**src/rtl/cdb_pkg.sv**
```systemverilog
package cdb_pkg;
  localparam int BYTE_W        = 8;
  localparam int ADDR_W        = 32;
  localparam int COUNT_W       = 16;
  localparam int MEDIA_SCALE_L2 = 2;
  localparam int DISK_SECT_L2  = 9;
  localparam int OPT_SECT_L2   = 11;

  localparam logic [7:0] OP_TEST_READY = 8'h00;
  localparam logic [7:0] OP_INQUIRY    = 8'h12;
  localparam logic [7:0] OP_MODE_SENSE = 8'h1A;
  localparam logic [7:0] OP_READ_CAP   = 8'h25;
  localparam logic [7:0] OP_READ10     = 8'h28;
  localparam logic [7:0] OP_WRITE10    = 8'h2A;

  localparam logic [7:0] ST_DONE   = 8'h91;
  localparam logic [7:0] ST_ABSENT = 8'h80;
  localparam logic [7:0] IR_DONE   = 8'h18;
  localparam logic [7:0] IR_DISC   = 8'h20;
  localparam logic [7:0] SQ_DONE   = 8'h04;
  localparam logic [7:0] SQ_IDLE   = 8'h00;

  localparam int INQ_LEN = 36;
  localparam int CAP_LEN = 8;
  localparam logic [7:0] CAP_CODE_DISK = 8'd2;
  localparam logic [7:0] CAP_CODE_OPT  = 8'd8;

  typedef enum logic [2:0] {
    K_OTHER, K_INQUIRY, K_READ_CAP, K_READ, K_WRITE
  } op_kind_e;

  typedef struct packed {
    logic                present;
    logic                optical;
    op_kind_e            kind;
    logic [ADDR_W-1:0]   addr;
    logic [COUNT_W-1:0]  count;
  } dec_t;
endpackage

```
**src/rtl/cdb_field_extract.sv**
```systemverilog
module cdb_field_extract
  import cdb_pkg::*;
#(
  parameter int CDB_BYTES = 10,
  parameter int NUM_TGT   = 8,
  parameter int MAX_TGT   = 4
) (
  input  logic                          clk,
  input  logic                          rst_n,
  input  logic                          start,
  input  logic [7:0]                    tgt_sel,
  input  logic [CDB_BYTES*BYTE_W-1:0]   cdb,
  input  logic [NUM_TGT-1:0]            tgt_present,
  input  logic [NUM_TGT-1:0]            tgt_optical,
  output logic                          s1_valid,
  output dec_t                          s1_dec
);
  localparam int ID_W = $clog2(NUM_TGT);

  logic [BYTE_W-1:0] byte_a [CDB_BYTES];
  for (genvar gi = 0; gi < CDB_BYTES; gi++) begin : g_unpack
    assign byte_a[gi] = cdb[gi*BYTE_W +: BYTE_W];
  end

  logic [ID_W-1:0] id;
  logic            present_c;
  op_kind_e        kind_c;

  assign id        = tgt_sel[ID_W-1:0];
  assign present_c = (int'(id) < MAX_TGT) && tgt_present[id];

  always_comb begin
    unique case (byte_a[0])
      OP_INQUIRY:  kind_c = K_INQUIRY;
      OP_READ_CAP: kind_c = K_READ_CAP;
      OP_READ10:   kind_c = K_READ;
      OP_WRITE10:  kind_c = K_WRITE;
      default:     kind_c = K_OTHER;
    endcase
  end

  always_ff @(posedge clk) begin
    if (!rst_n) begin
      s1_valid <= 1'b0;
      s1_dec   <= '0;
    end else begin
      s1_valid <= start;
      if (start) begin
        s1_dec.present <= present_c;
        s1_dec.optical <= tgt_optical[id];
        s1_dec.kind    <= kind_c;
        s1_dec.addr    <= {byte_a[2], byte_a[3], byte_a[4], byte_a[5]};
        s1_dec.count   <= {byte_a[7], byte_a[8]};
      end
    end
  end

  a_r1_stage_one: assert property (@(posedge clk) disable iff (!rst_n)
    start |=> s1_valid);
endmodule

```
**src/rtl/cdb_completion.sv**
```systemverilog
module cdb_completion
  import cdb_pkg::*;
#(
  parameter int LBA_W = ADDR_W + MEDIA_SCALE_L2,
  parameter int CNT_W = COUNT_W + MEDIA_SCALE_L2,
  parameter int LEN_W = 32
) (
  input  logic             clk,
  input  logic             rst_n,
  input  logic             s1_valid,
  input  dec_t             s1_dec,
  output logic             done,
  output logic [7:0]       status,
  output logic [7:0]       intr,
  output logic [7:0]       seq_step,
  output logic             dir_to_host,
  output logic [LBA_W-1:0] lba,
  output logic [CNT_W-1:0] blk_cnt,
  output logic [LEN_W-1:0] xfer_len,
  output logic [7:0]       cap_size_code
);
  localparam int OPT_LEN_L2 = OPT_SECT_L2 + MEDIA_SCALE_L2;

  logic [LBA_W-1:0] lba_c;
  logic [CNT_W-1:0] cnt_c;
  logic [LEN_W-1:0] len_rw, len_c;
  logic [7:0]       st_c, ir_c, sq_c, cap_c;
  logic             dir_c;

  always_comb begin
    if (s1_dec.optical) begin
      lba_c  = LBA_W'(s1_dec.addr)  << MEDIA_SCALE_L2;
      cnt_c  = CNT_W'(s1_dec.count) << MEDIA_SCALE_L2;
      len_rw = LEN_W'(s1_dec.count) << OPT_LEN_L2;
    end else begin
      lba_c  = LBA_W'(s1_dec.addr);
      cnt_c  = CNT_W'(s1_dec.count);
      len_rw = LEN_W'(s1_dec.count) << DISK_SECT_L2;
    end
  end

  always_comb begin
    st_c  = ST_DONE;
    ir_c  = IR_DONE;
    sq_c  = SQ_DONE;
    dir_c = 1'b0;
    len_c = '0;
    cap_c = '0;
    if (!s1_dec.present) begin
      st_c = ST_ABSENT;
      ir_c = IR_DISC;
      sq_c = SQ_IDLE;
    end else begin
      unique case (s1_dec.kind)
        K_INQUIRY: begin
          dir_c = 1'b1;
          len_c = LEN_W'(INQ_LEN);
        end
        K_READ_CAP: begin
          dir_c = 1'b1;
          len_c = LEN_W'(CAP_LEN);
          cap_c = s1_dec.optical ? CAP_CODE_OPT : CAP_CODE_DISK;
        end
        K_READ: begin
          dir_c = 1'b1;
          len_c = len_rw;
        end
        K_WRITE: len_c = len_rw;
        default: ;
      endcase
    end
  end

  logic rw_c;
  assign rw_c = s1_dec.present && (s1_dec.kind == K_READ || s1_dec.kind == K_WRITE);

  always_ff @(posedge clk) begin
    if (!rst_n) begin
      done          <= 1'b0;
      status        <= '0;
      intr          <= '0;
      seq_step      <= '0;
      dir_to_host   <= 1'b0;
      lba           <= '0;
      blk_cnt       <= '0;
      xfer_len      <= '0;
      cap_size_code <= '0;
    end else begin
      done <= s1_valid;
      if (s1_valid) begin
        status        <= st_c;
        intr          <= ir_c;
        seq_step      <= sq_c;
        dir_to_host   <= dir_c;
        xfer_len      <= len_c;
        cap_size_code <= cap_c;
        lba           <= rw_c ? lba_c : '0;
        blk_cnt       <= rw_c ? cnt_c : '0;
      end
    end
  end

  a_r1_result_due: assert property (@(posedge clk) disable iff (!rst_n)
    s1_valid |=> done);
  a_r1_hold_idle: assert property (@(posedge clk) disable iff (!rst_n)
    !done |-> ($stable(status) && $stable(xfer_len) && $stable(lba)));
endmodule

```
**src/rtl/cdb_decoder.sv**
```systemverilog
module cdb_decoder
  import cdb_pkg::*;
#(
  parameter int CDB_BYTES = 10,
  parameter int NUM_TGT   = 8,
  parameter int MAX_TGT   = 4,
  parameter int LBA_W     = ADDR_W + MEDIA_SCALE_L2,
  parameter int CNT_W     = COUNT_W + MEDIA_SCALE_L2,
  parameter int LEN_W     = 32
) (
  input  logic                        clk,
  input  logic                        rst_n,
  input  logic                        start,
  input  logic [7:0]                  tgt_sel,
  input  logic [CDB_BYTES*BYTE_W-1:0] cdb,
  input  logic [NUM_TGT-1:0]          tgt_present,
  input  logic [NUM_TGT-1:0]          tgt_optical,
  output logic                        done,
  output logic [7:0]                  status,
  output logic [7:0]                  intr,
  output logic [7:0]                  seq_step,
  output logic                        dir_to_host,
  output logic [LBA_W-1:0]            lba,
  output logic [CNT_W-1:0]            blk_cnt,
  output logic [LEN_W-1:0]            xfer_len,
  output logic [7:0]                  cap_size_code
);
  logic s1_valid;
  dec_t s1_dec;

  cdb_field_extract #(
    .CDB_BYTES(CDB_BYTES), .NUM_TGT(NUM_TGT), .MAX_TGT(MAX_TGT)
  ) u_extract (
    .clk(clk), .rst_n(rst_n), .start(start), .tgt_sel(tgt_sel), .cdb(cdb),
    .tgt_present(tgt_present), .tgt_optical(tgt_optical),
    .s1_valid(s1_valid), .s1_dec(s1_dec)
  );

  cdb_completion #(
    .LBA_W(LBA_W), .CNT_W(CNT_W), .LEN_W(LEN_W)
  ) u_complete (
    .clk(clk), .rst_n(rst_n), .s1_valid(s1_valid), .s1_dec(s1_dec),
    .done(done), .status(status), .intr(intr), .seq_step(seq_step),
    .dir_to_host(dir_to_host), .lba(lba), .blk_cnt(blk_cnt),
    .xfer_len(xfer_len), .cap_size_code(cap_size_code)
  );

  a_r1_latency: assert property (@(posedge clk) disable iff (!rst_n)
    start |=> ##1 done);
  a_r2_absent_codes: assert property (@(posedge clk) disable iff (!rst_n)
    (done && status == ST_ABSENT) |-> (intr == IR_DISC && seq_step == SQ_IDLE
                                       && xfer_len == '0 && !dir_to_host));
  a_r4_success_codes: assert property (@(posedge clk) disable iff (!rst_n)
    (done && status == ST_DONE) |-> (intr == IR_DONE && seq_step == SQ_DONE));
  a_r7_len_legal: assert property (@(posedge clk) disable iff (!rst_n)
    done |-> (xfer_len[8:0] == '0 || xfer_len == LEN_W'(INQ_LEN)
              || xfer_len == LEN_W'(CAP_LEN)));
endmodule

```
**config.mk**
```make
export PLATFORM = sky130hd
export DESIGN_NAME = cdb_decoder
export DESIGN_NICKNAME = d
export VERILOG_FILES = /design/src/rtl/cdb_pkg.sv /design/src/rtl/cdb_field_extract.sv /design/src/rtl/cdb_completion.sv /design/src/rtl/cdb_decoder.sv
export SDC_FILE = /design/constraint.sdc
export NUM_CORES = 1
export LEC_CHECK = 0
export BUFFER_PORTS_ARGS = -buffer_cell sky130_fd_sc_hd__buf_4
export CAP_MARGIN = 10
export CORE_AREA = 2 2 164 166
export CTS_CLUSTER_SIZE = 12
export DETAILED_ROUTE_END_ITERATION = 8
export DIE_AREA = 0 0 166 168
export PLACE_DENSITY_LB_ADDON = 0.12
export RECOVER_POWER = 25
export SYNTH_ARGS = -nofsm -noshare
export SYNTH_HDL_FRONTEND = slang
export SYNTH_SLANG_ARGS = --single-unit
```
**constraint.sdc**
```tcl
create_clock -name clk -period 2 [get_ports clk]
set_clock_uncertainty 0.15 [all_clocks]
set_input_delay 0.2 -clock clk [delete_from_list [all_inputs] [get_ports clk]]
set_output_delay 0.2 -clock clk [all_outputs]
set_load 0.05 [all_outputs]
```
==> results list <==
- By area, the combinational part of the netlist is dominated by multiplexers.
- In this run the horizontal extent of the chip is 166 um.
- Period minus WS final: 1.733 ns
- Count of buffers from port buffering: 159
* Cts repair resizes: 0
* Starting density of the core: 24.34%
* Net total in the final layout: 926
- Entering global routing, the biggest net connects 55 pins.
* Number of flops mapped to enable cells by yosys: 0
* Insertion delay of the later-clocked pin in the worst-skew pair: 0.41 ns
- In the final routed layout, each cell accounts on average for 15.67 um.
- In this run the biggest area consumer among cell types represents 42.13% of the synthesized area.
- In this run the static leakage power is 3.666 nW.
- Of the post-synthesis cell area, the part taken by muxes is 17.24%.
- Counting the buffers created by CTS gives 17.
- Dividing the detail-routed via count by the number of cells gives 4.307.
* Mean instance size in the synthesized netlist: 10.18 um^2
* Crit Path Max Fanout: 3
- STA puts the critical path data required time at 2.18 ns.
- In this run the clock root is driven by a sky130_fd_sc_hd__clkbuf_16.
- Number of global-route vias before repair: 5135
- Summing the areas of all compound-gate instances in the mapped netlist gives 15.92% of the synthesized area.
* CP Launch Type: input port
- In the finished design, the share of the clock period the worst path needs comes to 86.63%.
* Row cnt: 60
* Final total negative setup slack: 0 ns
- Detailed router's first-iteration violation count: 186
- Detailed placer's ending HPWL: 12.35 mm
* Most frequent cell after synthesis: sky130_fd_sc_hd__dfxtp_1
- Worst hold path stage count: 3
- Layout cell share with drive strength beyond 1: 28.37%
- Deepest clock path buffer count: 2
* Clock edge transition at the registers on the reported setup and hold paths: 0.07 ns
* Predominant post-synthesis flop cell: sky130_fd_sc_hd__dfxtp_1
* Worst-path cell with the longest stage delay: sky130_fd_sc_hd__dlygate4sd3_1
- The endpoint identified for the worst register-to-register timing path is u_complete.lba[15].
- Crit Reg-Reg Startpoint: u_extract.s1_dec[49]
- Summing the areas of all and, or, nand and nor instances in the mapped netlist gives 15.47% of the synthesized area.
* Die footprint: 27890 um^2
* Growth of design area from synthesis to finish: 39.28%
- Summing internal, switching and leakage power gives 6.897 mW.
- Pre-antenna DRT Iters: 4
* Synth cell types: 42
- In the routed design, unresolved DRC markers number 0.
- Result of the run: completed
- Worst slack after detailed placement: 0.2767 ns
- Counting cells, the worst reg-to-reg path comes to 4.
* Pin slew with the least headroom to its limit: 1.085 ns
- The synthesized netlist occupies a cell area of 6415 um^2.
- Crit path DAT: 1.91 ns
- Main area contributors after synthesis: sky130_fd_sc_hd__dfxtp_1, sky130_fd_sc_hd__mux2i_1, sky130_fd_sc_hd__nor2b_1, sky130_fd_sc_hd__o21a_1, sky130_fd_sc_hd__a211oi_2
- Unrepaired setup endpoints after global routing: false
- TritonCTS built the clock tree.
- The cell that appears most often on the critical path is sky130_fd_sc_hd__dlygate4sd3_1.
* Final weighted congestion of routability-driven global placement: 0.7316
- Final ANT Viol Nets: 0
- Synthesis handed over a netlist of 630 instances.
- Of the total synthesized cell area, the portion taken by full adders, half adders and majority gates is 0%.
- VDD sags by at most 397.9 uV.
* Fraction of synthesis flops using an asynchronous set or reset pin: 0%
- The worst pin sits at a relative slew slack of 27.67%.
- Of all cell types, the one taking the most synthesized area is sky130_fd_sc_hd__dfxtp_1.
- CTS built an H-tree with a depth of 4.
* Maximum clock rate: 577.1 MHz
* Nature of the critical path endpoint: flip-flop
- Global routing finished with a remaining overflow of 0.
- Startpoint of the lowest-slack hold path: start
* Endpoint, Worst Hold: u_extract.s1_dec[51]
- Total routed wirelength: 18.40 mm
- Number of register bits inferred by synthesis: 135
- Die Span Y: 168 um
- Clock sink count: 135
- The final max-slew violation count was 0.
* Kind of cell adding the most delay to the critical path: buffers and inverters
- Yosys synthesis warning count: 0
- FF-to-FF setup slack: 0.29 ns
- Minimum setup slack in the final design: 0.2673 ns
- Overall global routing resource usage: 12.91%
* Wire length of the first global-routing pass: 28.41 mm
* Final setup violation count: 0
* Final Hold Fails: 0
* Cell breakdown of the critical path: dlygate4sd3_1 > buf_4 > nor3b_1 > dlygate4sd3_1 > o211ai_1 > a21boi_0
- The tool flagged a number of max-cap violations equal to 0.
* Sequential cell area fraction in the yosys report: 42.13%
* Via Count: 5056
- Crit Path Category: in -> reg
- After Yosys synthesis, XOR and XNOR cells account for 0% of the synthesized area.
- The commonest cells after synthesis are sky130_fd_sc_hd__dfxtp_1, sky130_fd_sc_hd__mux2i_1, sky130_fd_sc_hd__nor2b_1.
- Core region area: 26350 um^2
* Antenna violations before repair: 1
- The number of buffers and inverters on the critical path is 3.
* Hold Crit Class: in -> reg
- 225 I/O pins were placed.
* Highest cell delay on the worst timing path: 0.62 ns
- Pwr dens: 771.9 nW/um^2
==> per-layer routing <==
metal / wire [um] / global-route usage, % / vias up
met4: 316 / 3.970 / 0
met1: 8596 / 16.53 / 2408
met3: 771 / 2.962 / 17
met2: 8715 / 21.65 / 129
li1: - / - / 2502
met5: 0 / 0 / -
==> final cells by class <==
class	count	area, um^2
Sequential cell	135	2708
Antenna cell	1	2.502
Clock inverter	13	167.7
Timing Repair Buffer	229	1934
Tap cell	341	426.7
Clock buffer	19	442.9
Inverter	3	11.26
Multi-Input combinational cell	433	3242
Fill cell	2701	17420
==> what timing repair did <==
item / CTS / global route
endpoints found under the setup margin: 0 / 0
hold endpoints to repair: 52 / 0
hold buffers: 55 / 0
setup buffers: 0 / 0
==> layout by cell type (no fill, tap or decap), drive strengths merged <==
master       netlist  layout
nor4bb             2       2
o2111a             6       6
inv                3       9
o21ai             30      30
a21boi             4       4
nand2             31      31
a211oi            27      27
clkinvlp           0       2
nor3b              7       7
and2               4       4
mux4               2       2
nor4b              2       2
dfxtp            135     135
bufinv             0       3
buf               66     142
nand4              6       6
o211ai             3       3
and3b              2       2
o22ai              1       1
o31a               1       1
a21oi              6       6
nor2b             98      98
and3               1       1
nor2               3       3
or3b               1       1
nand2b             4       4
o21a              48      48
diode              0       1
clkinv             0       2
clkbuf            24      51
nand3b             2       2
dlygate4sd3        0      55
and4b              1       1
nand3              1       1
o32ai              1       1
conb               1      32
mux2i            106     106
a31oi              1       1
==> cells by family (layout without fill, tap and decap cells) <==
family                 Yosys count  count (layout)
muxes                          108             108
other                            1              33
AOI/OAI and AO/OA              128             128
DFF                            135             135
buffers and inverters           93             264
and+or+nand+nor                165             165
==> state kept, by name, indices dropped and copies added, names as in the netlist <==
name / cells
u_complete.blk_cnt: 18
u_complete.xfer_len: 22
u_complete.done: 1
u_extract.s1_dec: 53
u_complete.intr: 1
u_complete.status: 2
u_complete.lba: 34
u_complete.cap_size_code: 2
u_extract.s1_valid: 1
u_complete.dir_to_host: 1
==> where the power goes <==
part | switching, mW | internal [mW] | total [mW]
clock network | 1.28 | 2.02 | 3.29
registers | 0.0864 | 2.75 | 2.84
logic | 0.417 | 0.346 | 0.762
==> worst max-delay path by stage <==
stage,from,endpoint,slack (ns),cells past startpoint
after CTS,u_extract.s1_dec[48],u_complete.lba[15],0.28,5
after global routing,cdb[1],u_extract.s1_dec[49],0.13,6
after detailed placement,u_extract.s1_dec[48],u_complete.lba[20],0.28,5
after global placement,u_extract.s1_dec[49],u_complete.xfer_len[15],0.31,4
final,cdb[6],u_extract.s1_dec[48],0.27,6
after floorplan,u_extract.s1_dec[48],u_complete.xfer_len[16],0.45,6
==> per-stage QoR <==
step / instances / utilization, % / hold WS [ns] / cell area, um^2
after detailed placement: 1086 / 29.53 / 0.2969 / 7781
after CTS: 1173 / 33.94 / 0.02530 / 8942
after global placement: 1086 / 29.53 / 0.2875 / 7781
final: 1174 / 33.91 / 0.04366 / 8935
after global routing: 1174 / 33.91 / 0.05363 / 8935
after floorplan: 661 / - / 0.2195 / 6531
==> worst reg2reg max path, stage by stage, from the launching register on <==
cell and delay [ns]:
sky130_fd_sc_hd__dfxtp_1 0.52, sky130_fd_sc_hd__and3b_1 0.38, sky130_fd_sc_hd__o211ai_1 0.17, sky130_fd_sc_hd__buf_12 0.21, sky130_fd_sc_hd__o21ai_0 0.20
(Power assumes the default switching activity.)
